==> src/rtl/ftx_pkg.sv <==
package ftx_pkg;
  localparam int WORD_W = 32;

  localparam logic [WORD_W-1:0] OS_IDLE = 32'hBC95B5B5;
  localparam logic [WORD_W-1:0] OS_RRDY = 32'hBC954949;
  localparam logic [WORD_W-1:0] OS_SOF  = 32'hBCB5E6E6;
  localparam logic [WORD_W-1:0] OS_EOF  = 32'hBC95F5F5;
  localparam logic [WORD_W-1:0] CRC_POLY = 32'h04C11DB7;

  typedef enum logic [1:0] {
    ST_FILL = 2'd0,
    ST_BODY = 2'd1,
    ST_CRC  = 2'd2,
    ST_END  = 2'd3
  } ftx_state_e;

  // One full word folded into the CRC register in a single cycle,
  // most significant data bit entering first.
  function automatic logic [WORD_W-1:0] crc_fold(input logic [WORD_W-1:0] crc_in,
                                                 input logic [WORD_W-1:0] word);
    logic [WORD_W-1:0] c;
    logic fb;
    c = crc_in;
    for (int b = WORD_W - 1; b >= 0; b--) begin
      fb = c[WORD_W-1] ^ word[b];
      c  = {c[WORD_W-2:0], 1'b0};
      if (fb) c = c ^ CRC_POLY;
    end
    return c;
  endfunction
endpackage

==> src/rtl/ftx_credit.sv <==
module ftx_credit #(
  parameter int CRED_W = 8
) (
  input  logic              clk,
  input  logic              rst_n,
  input  logic              link_reset,
  input  logic              frame_start,
  input  logic              rrdy_in,
  input  logic [CRED_W-1:0] limit,
  output logic              credit_ok
);
  localparam logic [CRED_W-1:0] CNT_MAX = {CRED_W{1'b1}};

  logic [CRED_W-1:0] cnt_q, cnt_d;
  logic              cnt_en;

  always_comb begin
    cnt_d  = cnt_q;
    cnt_en = 1'b0;
    if (link_reset) begin
      cnt_d  = '0;
      cnt_en = 1'b1;
    end else if (frame_start && !rrdy_in) begin
      if (cnt_q != CNT_MAX) begin
        cnt_d  = cnt_q + 1'b1;
        cnt_en = 1'b1;
      end
    end else if (rrdy_in && !frame_start) begin
      if (cnt_q != '0) begin
        cnt_d  = cnt_q - 1'b1;
        cnt_en = 1'b1;
      end
    end
  end

  always_ff @(posedge clk or negedge rst_n) begin
    if (!rst_n)      cnt_q <= '0;
    else if (cnt_en) cnt_q <= cnt_d;
  end

  assign credit_ok = (cnt_q < limit);

  p_credit_gate_r3: assert property (@(posedge clk) disable iff (!rst_n)
    frame_start |-> (cnt_q < limit))
    else $error("frame started without credit");

  p_count_up_r4: assert property (@(posedge clk) disable iff (!rst_n)
    (frame_start && !rrdy_in && !link_reset && cnt_q != CNT_MAX)
      |=> cnt_q == CRED_W'($past(cnt_q) + 1'b1))
    else $error("count did not rise on frame start");

  p_no_underflow_r5: assert property (@(posedge clk) disable iff (!rst_n)
    (cnt_q == '0 && !frame_start) |=> cnt_q == '0 || $past(link_reset))
    else $error("count left zero without a start");

  p_both_hold_r5: assert property (@(posedge clk) disable iff (!rst_n)
    (frame_start && rrdy_in && !link_reset) |=> $stable(cnt_q))
    else $error("simultaneous start and rrdy changed count");

  p_link_clear_r9: assert property (@(posedge clk) disable iff (!rst_n)
    link_reset |=> cnt_q == '0)
    else $error("link reset did not clear count");
endmodule

==> src/rtl/ftx_gap.sv <==
module ftx_gap #(
  parameter int GAP_MIN = 6
) (
  input  logic clk,
  input  logic rst_n,
  input  logic end_sent,
  input  logic fill_sent,
  output logic gap_done
);
  localparam int GW = $clog2(GAP_MIN + 1);
  localparam logic [GW-1:0] GAP_TOP = GW'(GAP_MIN);

  logic [GW-1:0] gap_q, gap_d;
  logic          gap_en;

  always_comb begin
    gap_d  = gap_q;
    gap_en = 1'b0;
    if (end_sent) begin
      gap_d  = '0;
      gap_en = 1'b1;
    end else if (fill_sent && gap_q != GAP_TOP) begin
      gap_d  = gap_q + 1'b1;
      gap_en = 1'b1;
    end
  end

  always_ff @(posedge clk or negedge rst_n) begin
    if (!rst_n)      gap_q <= GAP_TOP;
    else if (gap_en) gap_q <= gap_d;
  end

  assign gap_done = (gap_q == GAP_TOP);

  p_gap_reopen_r6: assert property (@(posedge clk) disable iff (!rst_n)
    end_sent |=> !gap_done)
    else $error("gap reported done right after end delimiter");

  p_gap_hold_r6: assert property (@(posedge clk) disable iff (!rst_n)
    (gap_done && !end_sent) |=> gap_done)
    else $error("gap done dropped without an end delimiter");
endmodule

==> src/rtl/ftx_rrdy_queue.sv <==
module ftx_rrdy_queue #(
  parameter int RQ_W = 4
) (
  input  logic clk,
  input  logic rst_n,
  input  logic req,
  input  logic take,
  output logic pending
);
  localparam logic [RQ_W-1:0] Q_MAX = {RQ_W{1'b1}};

  logic [RQ_W-1:0] q_q, q_d;
  logic            q_en;

  always_comb begin
    q_d  = q_q;
    q_en = 1'b0;
    if (req && !take && q_q != Q_MAX) begin
      q_d  = q_q + 1'b1;
      q_en = 1'b1;
    end else if (take && !req) begin
      q_d  = q_q - 1'b1;
      q_en = 1'b1;
    end
  end

  always_ff @(posedge clk or negedge rst_n) begin
    if (!rst_n)    q_q <= '0;
    else if (q_en) q_q <= q_d;
  end

  assign pending = (q_q != '0);

  p_take_queued_r8: assert property (@(posedge clk) disable iff (!rst_n)
    take |-> q_q != '0)
    else $error("rrdy sent with empty queue");
endmodule

==> src/rtl/frame_tx_sched.sv <==
module frame_tx_sched
  import ftx_pkg::*;
#(
  parameter int CRED_W  = 8,
  parameter int GAP_MIN = 6,
  parameter int RQ_W    = 4
) (
  input  logic              clk,
  input  logic              rst_n,
  input  logic [CRED_W-1:0] cfg_credit_limit,
  input  logic              link_reset,
  input  logic              rx_rrdy,
  input  logic              tx_rrdy_req,
  input  logic              in_valid,
  input  logic              in_sof,
  input  logic              in_eof,
  input  logic [31:0]       in_data,
  output logic              in_ready,
  output logic [31:0]       out_word,
  output logic              out_is_os
);
  ftx_state_e        state_q, state_d;
  logic [WORD_W-1:0] crc_q, crc_d;
  logic [WORD_W-1:0] word_q, word_d;
  logic              os_q, os_d;
  logic              crc_en;

  logic credit_ok, gap_done, rrdy_pending;
  logic start, discard, fill_sent, end_sent, rrdy_take;

  assign start   = (state_q == ST_FILL) && in_valid && in_sof && gap_done && credit_ok;
  assign discard = (state_q == ST_FILL) && in_valid && !in_sof;
  assign in_ready = (state_q == ST_BODY) || discard;

  always_comb begin
    state_d   = state_q;
    word_d    = OS_IDLE;
    os_d      = 1'b1;
    crc_d     = crc_q;
    crc_en    = 1'b0;
    fill_sent = 1'b0;
    end_sent  = 1'b0;
    rrdy_take = 1'b0;
    unique case (state_q)
      ST_FILL: begin
        if (start) begin
          word_d  = OS_SOF;
          crc_d   = '1;
          crc_en  = 1'b1;
          state_d = ST_BODY;
        end else begin
          fill_sent = 1'b1;
          if (rrdy_pending) begin
            word_d    = OS_RRDY;
            rrdy_take = 1'b1;
          end
        end
      end
      ST_BODY: begin
        if (in_valid) begin
          word_d = in_data;
          os_d   = 1'b0;
          crc_d  = crc_fold(crc_q, in_data);
          crc_en = 1'b1;
          if (in_eof) state_d = ST_CRC;
        end
      end
      ST_CRC: begin
        word_d  = ~crc_q;
        os_d    = 1'b0;
        state_d = ST_END;
      end
      ST_END: begin
        word_d   = OS_EOF;
        end_sent = 1'b1;
        state_d  = ST_FILL;
      end
      default: state_d = ST_FILL;
    endcase
  end

  always_ff @(posedge clk or negedge rst_n) begin
    if (!rst_n) begin
      state_q <= ST_FILL;
      word_q  <= OS_IDLE;
      os_q    <= 1'b1;
    end else begin
      state_q <= state_d;
      word_q  <= word_d;
      os_q    <= os_d;
    end
  end

  always_ff @(posedge clk or negedge rst_n) begin
    if (!rst_n)      crc_q <= '1;
    else if (crc_en) crc_q <= crc_d;
  end

  assign out_word  = word_q;
  assign out_is_os = os_q;

  ftx_credit #(.CRED_W(CRED_W)) u_credit (
    .clk         (clk),
    .rst_n       (rst_n),
    .link_reset  (link_reset),
    .frame_start (start),
    .rrdy_in     (rx_rrdy),
    .limit       (cfg_credit_limit),
    .credit_ok   (credit_ok)
  );

  ftx_gap #(.GAP_MIN(GAP_MIN)) u_gap (
    .clk       (clk),
    .rst_n     (rst_n),
    .end_sent  (end_sent),
    .fill_sent (fill_sent),
    .gap_done  (gap_done)
  );

  ftx_rrdy_queue #(.RQ_W(RQ_W)) u_rrdy (
    .clk     (clk),
    .rst_n   (rst_n),
    .req     (tx_rrdy_req),
    .take    (rrdy_take),
    .pending (rrdy_pending)
  );

  p_ready_body_r10: assert property (@(posedge clk) disable iff (!rst_n)
    (state_q == ST_BODY) |-> in_ready)
    else $error("ready low inside frame body");

  p_no_start_ready_r11: assert property (@(posedge clk) disable iff (!rst_n)
    (state_q == ST_FILL && in_sof) |-> !in_ready)
    else $error("start word accepted outside body");

  p_sof_first_r2: assert property (@(posedge clk) disable iff (!rst_n)
    (state_q == ST_FILL && $past(state_q) == ST_FILL && !os_q) |-> 1'b0)
    else $error("data word outside a frame");

  p_no_rrdy_in_frame_r8: assert property (@(posedge clk) disable iff (!rst_n)
    (state_q == ST_BODY || state_q == ST_CRC) |=> !(os_q && word_q == OS_RRDY))
    else $error("rrdy emitted inside a frame");
endmodule

==> config.mk <==
export PLATFORM = sky130hd
export DESIGN_NAME = frame_tx_sched
export DESIGN_NICKNAME = d
export VERILOG_FILES = /design/src/rtl/ftx_pkg.sv /design/src/rtl/ftx_credit.sv /design/src/rtl/ftx_gap.sv /design/src/rtl/ftx_rrdy_queue.sv /design/src/rtl/frame_tx_sched.sv
export SDC_FILE = /design/constraint.sdc
export NUM_CORES = 1
export LEC_CHECK = 0
export BUFFER_PORTS_ARGS = -buffer_cell sky130_fd_sc_hd__buf_2
export CAP_MARGIN = 20
export CORE_ASPECT_RATIO = 1.75
export CORE_MARGIN = 1
export CORE_UTILIZATION = 45
export DETAILED_ROUTE_END_ITERATION = 8
export HOLD_SLACK_MARGIN = 0.15
export SYNTH_ARGS = -nofsm -noshare
export SYNTH_HDL_FRONTEND = slang
export SYNTH_SLANG_ARGS = --single-unit
export TNS_END_PERCENT = 30
==> constraint.sdc <==
create_clock -name clk -period 4.9 [get_ports clk]
set_input_delay 1.225 -clock clk [delete_from_list [all_inputs] [get_ports clk]]
set_output_delay 1.225 -clock clk [all_outputs]
set_load 0.02 [all_outputs]
======== Yosys cells after proc, flatten, opt, wreduce, memory -nomap -nowiden ========
Cells that the tools add are included.
word-level totals
  bits of input ports ..................... 48
  word-level logic and storage cells ...... 253
  register bits ........................... 82
  output and inout bits ................... 34
cells by class
  reduce and logical (&&, ||, !) cells .... 30
  $lt $le $gt $ge ......................... 1
  add/subtract/negate cells ............... 5
  bitwise operators ....................... 65
  mux-type cells .......................... 134
  eq/ne operators ......................... 11
operators by type and width
  operator                                           number
  2-to-1 mux 32 bit                                  65
  2-to-1 mux 27 bit                                  32
  NOT 14 bit                                         32
  one-hot mux 32 bit (4 select lines)                1
  one-hot mux 32 bit (2 select lines)                1
  2-to-1 mux 8 bit                                   5
  NOT 32 bit                                         1
  bitwise XOR 1 bit                                  32
  2-to-1 mux 22 bit                                  1
  2-to-1 mux 1 bit                                   18
  2-to-1 mux 16 bit                                  1
  logical AND 1 bit                                  11
  adder 8 x 1 -> 8 bit (second input constant)       1
  < comparator 8 bit                                 1
  2-to-1 mux 4 bit                                   2
  inequality test 8 bit (second input constant)      1
  one-hot mux 2 bit (4 select lines)                 1
  AND reduction 4 bit                                2
  nonzero test 8 bit                                 1
  subtractor 8 x 1 -> 8 bit (second input constant)  1
  2-to-1 mux 2 bit                                   3
  2-to-1 mux 3 bit                                   2
  inequality test 3 bit (second input constant)      2
  nonzero test 2 bit                                 3
  other kinds (17)                                   26

======== Logic depth before layout (Yosys ltp) ========
Gate-level depths: netlist (run 1).
  word-level depth ........................ 128
  mapped depth ............................ 19
  mapped depth without buffers ............ 19

======== Hierarchy ========
A second synthesis (run 1) with hierarchy kept.
second synthesis, totals
  cell total of the unflattened synthesis .. 637
  area, all modules ....................... 7264.5 µm²
modules (own cells, without submodules)
  module          seq. area each (µm²)  area each (µm²)  cells each  instances
  frame_tx_sched  1741.7                5940.7           495         1
  ftx_credit      200.2                 870.8            105         1
  ftx_rrdy_queue  100.1                 265.3            20          1
  ftx_gap         77.6                  187.7            17          1

======== Worst setup path before layout (run 1) ========
Ideal clock, no wire load.
  path type ............................... input -> register
  start point ............................. input in_data[24]
  end point ............................... register crc_q[8]
  data required time ...................... 4823 ps
  stages .................................. 11
  buffers on the path ..................... 0
  arrival ................................. 4856 ps
  setup time .............................. 77 ps
  slack ................................... -33 ps
  cell sequence ........................... xnor2_1 xnor3_2 xnor3_2 xnor2_4 xnor2_2 xnor3_2 xor2_4 xor2_2 xnor3_2 xor2_1 a31oi_1
between the ends
  word-level cells in the longest chain between the ends .. 81
  elaborated cells on any way between the ends .. 106
  classes of those cells .................. 75 x mux; 31 x bitwise
RTL lines
  what                                     line                  source
  from (decl)                              frame_tx_sched.sv:17  input logic [31:0] in_data,
  bitwise XOR 1 bit (*)                    ftx_pkg.sv:25         fb = c[WORD_W-1] ^ word[b];
  2-to-1 mux 27 bit (*)                    ftx_pkg.sv:27         if (fb) c = c ^ CRC_POLY;
  2-to-1 mux 32 bit (*)                    frame_tx_sched.sv:60  if (in_valid) begin
  2-to-1 mux 32 bit (*)                    frame_tx_sched.sv:44  unique case (state_q)
  2-to-1 mux 27 bit                        ftx_pkg.sv:27
  2-to-1 mux 32 bit (*)                    frame_tx_sched.sv:60
  2-to-1 mux 32 bit (*)                    frame_tx_sched.sv:44
  2-to-1 mux 27 bit                        ftx_pkg.sv:27
  (+65 left out)                           n/a
  NOT 14 bit (no line)                     n/a
  2-to-1 mux 27 bit                        ftx_pkg.sv:27
  2-to-1 mux 32 bit (*)                    frame_tx_sched.sv:60
  2-to-1 mux 32 bit (*)                    frame_tx_sched.sv:44
  NOT 14 bit (no line)                     n/a
  2-to-1 mux 27 bit (*)                    ftx_pkg.sv:27
  2-to-1 mux 32 bit (*)                    frame_tx_sched.sv:60
  one-hot mux 32 bit (2 select lines) (*)  frame_tx_sched.sv:44
  to (signal assigned)                     frame_tx_sched.sv:96  else if (crc_en) crc_q <= crc_d;
  to (decl)                                frame_tx_sched.sv:23  logic [WORD_W-1:0] crc_q, crc_d;
Mark *: on every way between the ends. The rest lies on a longest branch, timed or not. The select of a mux whose other input is x is not followed.
A chain may end at the register's enable or synchronous reset.

======== Worst setup path after layout (run 1) ========
  start point ............................. input in_data[28]
  end point ............................... register crc_q[11]
between the ends
  word-level cells in the longest chain between the ends .. 94
  elaborated cells on any way between the ends .. 127
  classes of those cells .................. 87 x mux; 40 x bitwise
RTL lines
  what                                                       line
  bitwise XOR 1 bit (*)                                      ftx_pkg.sv:25
  2-to-1 mux 27 bit (*)                                      ftx_pkg.sv:27
  2-to-1 mux 32 bit (*)                                      frame_tx_sched.sv:60
  2-to-1 mux 32 bit (*)                                      frame_tx_sched.sv:44
  NOT 14 bit (no line) or 2-to-1 mux 27 bit (tied branches)  n/a
  2-to-1 mux 27 bit or 2-to-1 mux 32 bit (tied branches)     ftx_pkg.sv:27, frame_tx_sched.sv:60
  2-to-1 mux 32 bit (*)                                      frame_tx_sched.sv:60
  2-to-1 mux 32 bit (*)                                      frame_tx_sched.sv:44
  (+78 left out)                                             n/a
  NOT 14 bit (no line) (tied with other cells)               n/a
  2-to-1 mux 27 bit or 2-to-1 mux 32 bit (tied branches)     ftx_pkg.sv:27, frame_tx_sched.sv:44
  2-to-1 mux 32 bit (*)                                      frame_tx_sched.sv:60
  2-to-1 mux 32 bit (*)                                      frame_tx_sched.sv:44
  NOT 14 bit (no line) or bitwise XOR 1 bit (tied branches)  n/a
  2-to-1 mux 27 bit (*)                                      ftx_pkg.sv:27
  2-to-1 mux 32 bit (*)                                      frame_tx_sched.sv:60
  one-hot mux 32 bit (2 select lines) (*)                    frame_tx_sched.sv:44
Marked as above.

==> impl_metrics.csv, run 1 <==
group,metric,value,unit
floorplanning,dieArea,0.01575,mm2
synth,ys_ff_latch,82,
clock_tree,post_cts_buffers,0,
clock_tree,clk_path_buf_depth,2,
clock_tree,clkLatencyLatePin,340,ps
clock_tree,numCtsBuffers,9,
route,drt_wl_total,18970,um
sta,grt_setup_unrepaired,"false",
global_route,track_usage,25.47,%
critical_path,setup.worst_path.start,"in_data[28]",
sta,slew_headroom,48.92,%
synth,syn_avg_cell_area,10.58,um2
floorplanning,fp.coreArea,0.01491,mm2
floorplanning,start_util,45.97,%
sta,finalClockSkew,7.934,ps
synth,synth_cell_types,46,
synth,ys.flop_type,"dfstp_2",
place,hpwl,15560,um
sta,fin_setup_tns,0,ps
floorplanning,num_rows,59,
synth,synth_edf_count,0,
critical_path,cp.required,5160,ps
job,drv_cap,0,
synth,syn_area,0.006855,mm2
sta,fmax,0.2185,GHz
global_route,antenna_found_initial,1,
place,io_buffers,81,
route,vias,5014,
route,drc_errors,0,
synth,yosysSeqAreaShare,30.92,%
finish,final_area,0.008262,mm2
synth,yosysWarnings,0,
clock_tree,root_buffer,"clkbuf_16",
sta,fin_crit,4577,ps
critical_path,start_kind,"input port",
synth,async_flop_share,100.0,%
critical_path,path_max_fanout,4,
floorplanning,die_y,165.3,um
sta,timing.final.hold_violations,0,
critical_path,worstPathArrival,4830,ps
global_route,grt_max_degree,83,
global_route,grt_pass1_wl,29060,um
sta,setup_violations,0,
finish,drive_gt1_share,31.01,%
synth,postSynthCellCount,648,
global_route,grt_pass1_vias,5305,
critical_path,cp-end-kind,"flop",
place,place_area,0.007909,mm2
clock_tree,cts_resized,0,
finish,nNetsFinal,856,
sta,worst_pin_slew,764.3,ps
sta,maxSlewViolCount,0,
finish,syn_to_final_growth,20.51,%
route,antenna_left,0,
critical_path,worstRegToRegCells,11,
place,pre_cts_ws,34.88,ps
clock_tree,clock_sinks,82,
outcome,status,"finished, final reports clean",
floorplanning,io_pins,82,
sta,worst_slack,323.2,ps
critical_path,critPathCapture,"crc_q[11]",
critical_path,path_class,"in -> reg",
route,wl_per_cell,19.48,um
place,gp_congestion,0.9326,
floorplanning,die_x,95.30,um
clock_tree,h-tree-depth,3,
synth,synth_nets,719,
critical_path,r2r_end,"crc_q[11]",
critical_path,r2r-start,"crc_q[31]",
global_route,overflow,0,
clock_tree,path_clk_slew,70,ps
route,dr.first_iter.drc_count,216,
route,first_pass_iters,4,
route,via_per_inst,5.148,
min_path,hold_class,"reg -> reg",
sta,fin_crit_sh,93.40,%
clock_tree,cts_tree,"yes",
critical_path,ff2ff_setup_slack,820,ps
clock_tree,cts_hold_buf,0,
## per-layer routing
| metal | up-vias | part of all wire [%] | GRT usage (%) |
|---|---|---|---|
| li1 | 2420 | - | - |
| met1 | 2422 | 37 | 26.65 |
| met2 | 135 | 55 | 47.95 |
| met3 | 37 | 2.4 | 2.518 |
| met4 | 0 | 5.4 | 14.60 |
| met5 | - | 0 | 0 |
## Yosys cell counts (3+ instances only)
library cell  instances  area (um2)
nand2b_1              5       31.28
xor2_1               47       411.6
xnor2_1             192        1682
xor3_1                3       71.32
nand2_1              14       52.55
a21oi_1              16       80.08
a21o_1                6       45.04
a221o_1               9       90.09
o22a_1               12       105.1
nor2_1               58       217.7
dfstp_2              54        1419
nor2b_1               6       37.54
o21ai_0               4       20.02
o21bai_1              4       30.03
a31oi_1              22       137.6
inv_1                43       161.4
dfrtp_1              28       700.7
mux2i_1               7       70.07
a221oi_1             15       131.4
xor2_2                3       48.80
clkbuf_1             19       71.32
ha_1                 21       262.8
xnor2_2               8       130.1
xnor3_1              13       292.8
xnor3_2               5       118.9
xor2_4                3       82.58
xnor2_4               5       137.6
## placed cells by master (no fill, tap or decap), types with 3 or more instances in the layout
cell and count:
nor2b_1 6, xnor2_2 9, xnor3_2 5, xnor2_4 5, xor2_4 3, o21ai_0 4
a21oi_1 16, a221o_1 9, a21o_1 6, mux2i_1 7, ha_1 21, buf_2 80
o21bai_1 4, buf_4 65, nand2_1 14, a221oi_1 15, o22a_1 12, dfrtp_1 28
clkbuf_16 9, nor2_1 57, xnor3_1 13, xnor2_1 191, a31oi_1 22, xor2_2 3
xor2_1 47, inv_1 43, xor3_1 3, dfstp_2 54, nand2b_1 5
## critical path: stages
cell	delay (ps)
buf_2	130
xnor2_2	220
xnor3_1	560
xor2_2	230
xor2_1	190
xnor2_1	310
xnor3_1	410
xnor2_2	170
xnor2_1	550
xnor3_2	510
xnor2_1	150
a31oi_1	190
## cells by family after synthesis
family                   Yosys count  synth area share, %
AND/OR/NAND/NOR                   94                6.060
multiplexers                       9                1.351
buffers and inverters             64                3.504
adder cells (fa/ha/maj)           23                4.417
AO/OA/AOI/OAI                     97                10.35
flip-flops                        82                30.92
XOR/XNOR                         279                43.40
## sequential cells by signal, indices dropped and copies added (netlist names)
name and cells:
state_q 2, out_word 32, u_credit.cnt_q 8, u_gap.gap_q 3, out_is_os 1, crc_q 32, u_rrdy.q_q 4
## worst min-delay path by stage
stage | to | slack [ps] | startpoint | depth (start not counted)
finish | u_rrdy.q_q[3] | 500 | u_rrdy.q_q[3] | 1
global route | u_rrdy.q_q[3] | 520 | u_rrdy.q_q[3] | 1
CTS | u_rrdy.q_q[3] | 510 | u_rrdy.q_q[3] | 1
detailed placement | u_rrdy.q_q[3] | 490 | u_rrdy.q_q[3] | 1
global placement | u_rrdy.q_q[3] | 480 | u_rrdy.q_q[3] | 1
floorplan | u_rrdy.q_q[3] | 460 | u_rrdy.q_q[3] | 1
## area by class of cell
class / count / area (um2)
Multi-Input combinational cell: 502 / 4511
Fill cell: 1364 / 6650
Timing Repair Buffer: 147 / 943.4
Clock inverter: 6 / 56.30
Inverter: 43 / 161.4
Clock buffer: 10 / 239.0
Antenna cell: 1 / 2.502
Sequential cell: 82 / 2120
Tap cell: 183 / 229.0
## stage by stage
step	hold slack [ps]	std cells	utilization, %
global placement	479.6	955	53.04
CTS	505.2	971	55.02
global route	520.7	974	55.40
floorplan	464.4	648	-
detailed placement	492.3	955	53.04
finish	502.9	974	55.40
Power of run 1 is left out: the tool's default activity adds up to more than one toggle a clock period on the data nets, which glitch-free logic cannot reach.
==> inputs of run 2 (changes only) <==
--- a/config.mk
+++ b/config.mk
@@ -5,6 +5,7 @@
 export SDC_FILE = /design/constraint.sdc
 export NUM_CORES = 1
 export LEC_CHECK = 0
+export ABC_AREA = 1
 export BUFFER_PORTS_ARGS = -buffer_cell sky130_fd_sc_hd__buf_2
 export CAP_MARGIN = 20
 export CORE_ASPECT_RATIO = 1.75
==> run 2 against run 1 <==
Critical path depth rose by 11. Via count up 94%. Setup slack better by 410 ps. Cell count rose by 87%. Fmax grew 9.7%.
==> impl_metrics.csv, run 2 <==
group,metric,value,unit
clock_tree,clock_sinks,82,
place,gp_congestion,0.9616,
clock_tree,clkLatencyLatePin,340,ps
synth,yosysMostFrequentCell,"nand2_1",
synth,yosysTopAreaCellShare,25.41,%
floorplanning,die_y,191.3,um
critical_path,max_stage_delay,320,ps
critical_path,crit_chain,"buf_2, inv_1, nand2_1, nand2_1, nand2_1, nand2_1, inv_1, nand2_1, nand4_1, nand2_1, nand2_1, nand2_1, nand3_1, nand3_1, nand2_2, inv_2, nand2_1, nand2_2, xor2_1, nand2_1, nand3_1, nand3_1, o21ai_1",
clock_tree,cts_tree,"yes",
floorplanning,die_x,110.2,um
synth,ys_ff_latch,82,
global_route,grt_pass1_wl,50940,um
global_route,grt_pass1_vias,9226,
route,first_pass_iters,8,
synth,synth_nets,1555,
critical_path,start_kind,"input port",
critical_path,r2r-start,"crc_q[26]",
synth,ys.flop_type,"dfstp_2",
synth,synthTopCellsByArea,"nand2_1 (25%), dfstp_2 (15%), nand3_1 (8.5%), xor2_1 (8.2%), dfrtp_1 (7.6%)",
synth,async_flop_share,100.0,%
critical_path,path_class,"in -> reg",
sta,timing.final.hold_violations,0,
place,hpwl,27880,um
global_route,grt_max_degree,59,
floorplanning,fp.coreArea,0.01991,mm2
clock_tree,root_buffer,"clkbuf_16",
min_path,hold_end,"crc_q[30]",
global_route,track_usage,33.17,%
min_path,min_from,"crc_q[30]",
synth,syn_avg_cell_area,6.210,um2
critical_path,worstRegToRegCells,25,
global_route,overflow,0,
route,drc_errors,0,
min_path,hold_class,"reg -> reg",
finish,syn_to_final_growth,11.55,%
sta,fin_setup_tns,0,ps
critical_path,crit_path_top_delay_cell,"nand2_1",
outcome,status,"finished, final reports clean",
floorplanning,io_pins,82,
finish,nNetsFinal,1644,
sta,fmax,0.2397,GHz
route,drt_wl_total,33510,um
floorplanning,dieArea,0.02108,mm2
finish,final_cell_mix,"nand2_1 (624), inv_1 (165), nand3_1 (157), xor2_1 (86), buf_2 (80)",
critical_path,crit_family,"simple AND/OR/NAND/NOR gates",
clock_tree,numCtsBuffers,9,
synth,postSynthCellCount,1484,
critical_path,path_buf_inv,4,
route,wl_per_cell,18.37,um
route,vias,9747,
sta,maxSlewViolCount,0,
global_route,antenna_found_initial,1,
clock_tree,cts_resized,0,
place,io_buffers,81,
synth,yosys.area.top_type,"nand2_1",
finish,layout_commonest_cell,"nand2_1",
clock_tree,path_clk_slew,60,ps
sta,slew_headroom,32.72,%
critical_path,cp-end-kind,"flop",
critical_path,ff2ff_setup_slack,1100,ps
clock_tree,clk_path_buf_depth,2,
synth,synth_cell_types,47,
critical_path,r2r_end,"crc_q[7]",
route,dr.first_iter.drc_count,692,
min_path,holdPathStages,2,
synth,yosys-top-cells-count,"nand2_1 (624), inv_1 (165), nand3_1 (157)",
critical_path,cp.required,5160,ps
route,via_per_inst,5.344,
sta,worst_pin_slew,1006,ps
finish,drive_gt1_share,19.20,%
critical_path,path_max_fanout,9,
sta,fin_crit_sh,85.14,%
critical_path,worstPathArrival,4430,ps
critical_path,crit_top_cell,"nand2_1",
synth,synth_edf_count,0,
sta,grt_setup_unrepaired,"false",
route,antenna_left,0,
synth,syn_area,0.009216,mm2
job,drv_cap,0,
floorplanning,start_util,46.29,%
clock_tree,h-tree-depth,3,
sta,finalClockSkew,5.052,ps
synth,yosysSeqAreaShare,23.00,%
sta,setup_violations,0,
floorplanning,num_rows,68,
synth,yosysWarnings,0,
clock_tree,post_cts_buffers,0,
clock_tree,cts_hold_buf,0,
sta,fin_crit,4172,ps
[run 2: changes by cell type in the layout (fill, tap and decap cells not counted), sizes merged, moves of 37 or more]
| cell | change |
|---|---|
| nand2 | +700 |
| inv | +139 |
| buf | -53 |
| xnor2 | -181 |
| xor2 | +37 |
| nand3 | +170 |
[run 2: routing by layer]
metal / share of wire (%) / global-route usage, %
met5: 0 / 0
met4: 9.2 / 25.71
met3: 4.1 / 3.171
met1: 38 / 36.47
met2: 49 / 57.26
[run 2: final cells by class]
class / count / area (um2)
fillers: 2116 / 9628
multi-input cells: 1198 / 6301
flip-flops and latches: 82 / 2120
inverters: 188 / 715.7
repair buffers: 94 / 505.5
well taps: 245 / 306.5
clock buffers: 12 / 256.5
clock inverters: 4 / 73.82
diodes: 1 / 2.502
[run 2: stage by stage]
step | hold WS, ps | instance area [um2] | util [%] | cells | worst slack [ps]
final | 507.0 | 10280 | 51.64 | 1824 | 728.4
after global routing | 526.0 | 10280 | 51.64 | 1824 | 413.6
after CTS | 507.2 | 10280 | 51.63 | 1823 | 783.9
after detailed placement | 494.8 | 9948 | 49.97 | 1807 | 431.9
after global placement | 495.7 | 9948 | 49.97 | 1807 | 428.4
after floorplan | 458.7 | 9216 | - | 1484 | 955.5
[run 2: logic make-up after synthesis]
logic type                 count (synthesis)  share of synthesized area [%]
buffers and inverters                    204                          8.634
and+or+nand+nor                          945                          46.31
DFF                                       82                          23.00
AOI/OAI and AO/OA                        114                          7.290
xor gates and xnor gates                 114                          11.24
adders and majority gates                 23                          3.285
muxes                                      2                         0.2443
[run 2: tightest hold or removal path: stages (launching register included)]
cell and delay (ps):
dfstp_2 380, inv_2 70, a32oi_1 50
[run 2: worst max-delay path by stage]
stage	slack, ps	startpoint	cells after the start	endpoint
3_3_place_gp	430	cfg_credit_limit[1]	20	u_credit.cnt_q[7]
4_1_cts	780	in_data[31]	27	crc_q[15]
2_1_floorplan	960	cfg_credit_limit[1]	18	u_credit.cnt_q[7]
3_5_place_dp	430	in_data[31]	27	crc_q[15]
6_report	730	in_data[27]	23	crc_q[7]
5_1_grt	410	in_data[30]	29	crc_q[28]
Power of run 2 is left out for the same reason.
==> inputs of run 3 (changes only) <==
--- a/config.mk
+++ b/config.mk
@@ -11,8 +11,10 @@
 export CORE_ASPECT_RATIO = 1.75
 export CORE_MARGIN = 1
 export CORE_UTILIZATION = 45
+export CTS_CLUSTER_SIZE = 16
 export DETAILED_ROUTE_END_ITERATION = 8
 export HOLD_SLACK_MARGIN = 0.15
+export PLACE_DENSITY_LB_ADDON = 0.2
 export SYNTH_ARGS = -nofsm -noshare
 export SYNTH_HDL_FRONTEND = slang
 export SYNTH_SLANG_ARGS = --single-unit
==> run 3 against run 2 <==
Count of clock-buffer cells in the layout up 2. Non-clock buffer count down 2. Register-to-register slack better by 40 ps. Fmax up 0.13%. Critical path depth down 4. Critical endpoint is now u_credit.cnt_q[7]. Largest cell class unchanged.
==> impl_metrics.csv, run 3 (synthesis gave the netlist of run 2 again) <==
group,metric,value,unit
route,wl_met2,16220,um
floorplanning,dieArea,0.02108,mm2
sta,grt_setup_unrepaired,"false",
outcome,status,"finished, final reports clean",
route,first_pass_iters,5,
critical_path,crit_chain,"buf_2, inv_1, ha_1, a21boi_0, o211ai_1, nand2_1, a21oi_1, nand3_1, nor2_1, inv_1, ha_1, a21oi_1, nand2_1, a21oi_1, o21ai_0, a21o_1, a21oi_1, xor2_1, o22ai_1",
place,hpwl,27560,um
sta,worst_slack,733.7,ps
route,wl_met3,1419,um
critical_path,start_kind,"input port",
place,gp_congestion,1.004,
place,pre_cts_ws,396.7,ps
sta,finalClockSkew,10.69,ps
min_path,hold_class,"reg -> reg",
route,via_per_inst,5.342,
finish,layout_commonest_cell,"nand2_1",
clock_tree,clk_path_buf_depth,2,
sta,fin_crit_sh,85.03,%
global_route,track_usage,33.40,%
global_route,grt_max_degree,62,
critical_path,path_max_fanout,6,
critical_path,crit_family,"compound AO/OA/AOI/OAI gates",
critical_path,path_class,"in -> reg",
critical_path,r2r-start,"crc_q[31]",
place,place_inst,1805,
route,wl_per_cell,18.19,um
sta,maxSlewViolCount,0,
sta,fmax,0.2400,GHz
floorplanning,die_x,110.2,um
place,io_buffers,81,
floorplanning,die_y,191.3,um
route,drt_wl_total,33150,um
clock_tree,numCtsBuffers,9,
finish,fillerInstances,2188,
clock_tree,cts_hold_buf,0,
route,wl_met1,12360,um
global_route,overflow,0,
floorplanning,io_pins,82,
route,antenna_left,0,
clock_tree,h-tree-depth,3,
clock_tree,cts_tree,"yes",
floorplanning,fp.coreArea,0.01991,mm2
critical_path,crit_top_cell,"a21oi_1",
route,drc_errors,0,
finish,stdcell_count,1822,
critical_path,setup.worst_path.start,"cfg_credit_limit[1]",
global_route,antenna_found_initial,1,
sta,slew_headroom,33.24,%
critical_path,cp.required,5110,ps
clock_tree,cts_resized,0,
clock_tree,clkLatencyLatePin,350,ps
route,dr.first_iter.drc_count,599,
clock_tree,clock_sinks,82,
clock_tree,root_buffer,"clkbuf_16",
finish,final_cell_mix,"nand2_1 (624), inv_1 (165), nand3_1 (157), xor2_1 (86), buf_2 (80)",
global_route,grt_pass1_vias,9476,
route,highest_layer,"met4",
min_path,min_from,"crc_q[4]",
finish,syn_to_final_growth,10.81,%
critical_path,max_stage_delay,390,ps
sta,fin_setup_tns,0,ps
global_route,grt_pass1_wl,51480,um
critical_path,worstPathArrival,4380,ps
critical_path,path_buf_inv,3,
critical_path,crit_path_top_delay_cell,"ha_1",
sta,fin_crit,4166,ps
sta,worst_pin_slew,997.7,ps
floorplanning,start_util,46.29,%
sta,setup_violations,0,
clock_tree,path_clk_slew,60,ps
route,vias,9734,
finish,drive_gt1_share,18.97,%
critical_path,cp-end-kind,"flop",
floorplanning,num_rows,68,
job,drv_cap,0,
finish,nNetsFinal,1642,
clock_tree,post_cts_buffers,0,
sta,timing.final.hold_violations,0,
==> run 3: worst paths after layout <==
kind,cells after the start,endpoint,slack (ps)
setup / recovery,19,u_credit.cnt_q[7],730
hold / removal,2,crc_q[4],510
setup reg to reg,23,crc_q[20],1140
hold reg to reg,2,crc_q[4],510
max in group asynchronous,2,out_is_os,3080
min in group asynchronous,1,u_credit.cnt_q[6],950
==> run 3: routing by layer <==
metal / vias up / global-route usage (%)
met5: - / 0
met4: 0 / 27.73
met3: 138 / 3.171
met2: 357 / 57.45
met1: 4406 / 36.16
li1: 4833 / -
==> run 3: stage by stage <==
stage	util (%)	hold slack, ps	instance area (um2)
after floorplan	-	458.7	9216
after global placement	49.89	500.2	9933
after detailed placement	49.89	502.2	9933
after CTS	51.28	513.8	10210
after global routing	51.29	535.5	10210
final	51.29	513.1	10210
==> run 3: cell type report <==
cell class / count / area [um2] / share of cell area, %
clock inverters: 2 / 12.51 / 0.1225
multi-input cells: 1198 / 6301 / 61.70
well taps: 245 / 306.5 / 3.002
flip-flops and latches: 82 / 2120 / 20.75
diodes: 1 / 2.502 / 0.02450
repair buffers: 92 / 490.5 / 4.803
inverters: 188 / 715.7 / 7.008
clock buffers: 14 / 264.0 / 2.585
==> run 3: tightest hold or removal path, stage by stage, from the launching register on <==
cell and delay, ps:
dfstp_2 390, nand2_1 60, o21ai_1 60
Power of run 3 is left out for the same reason.
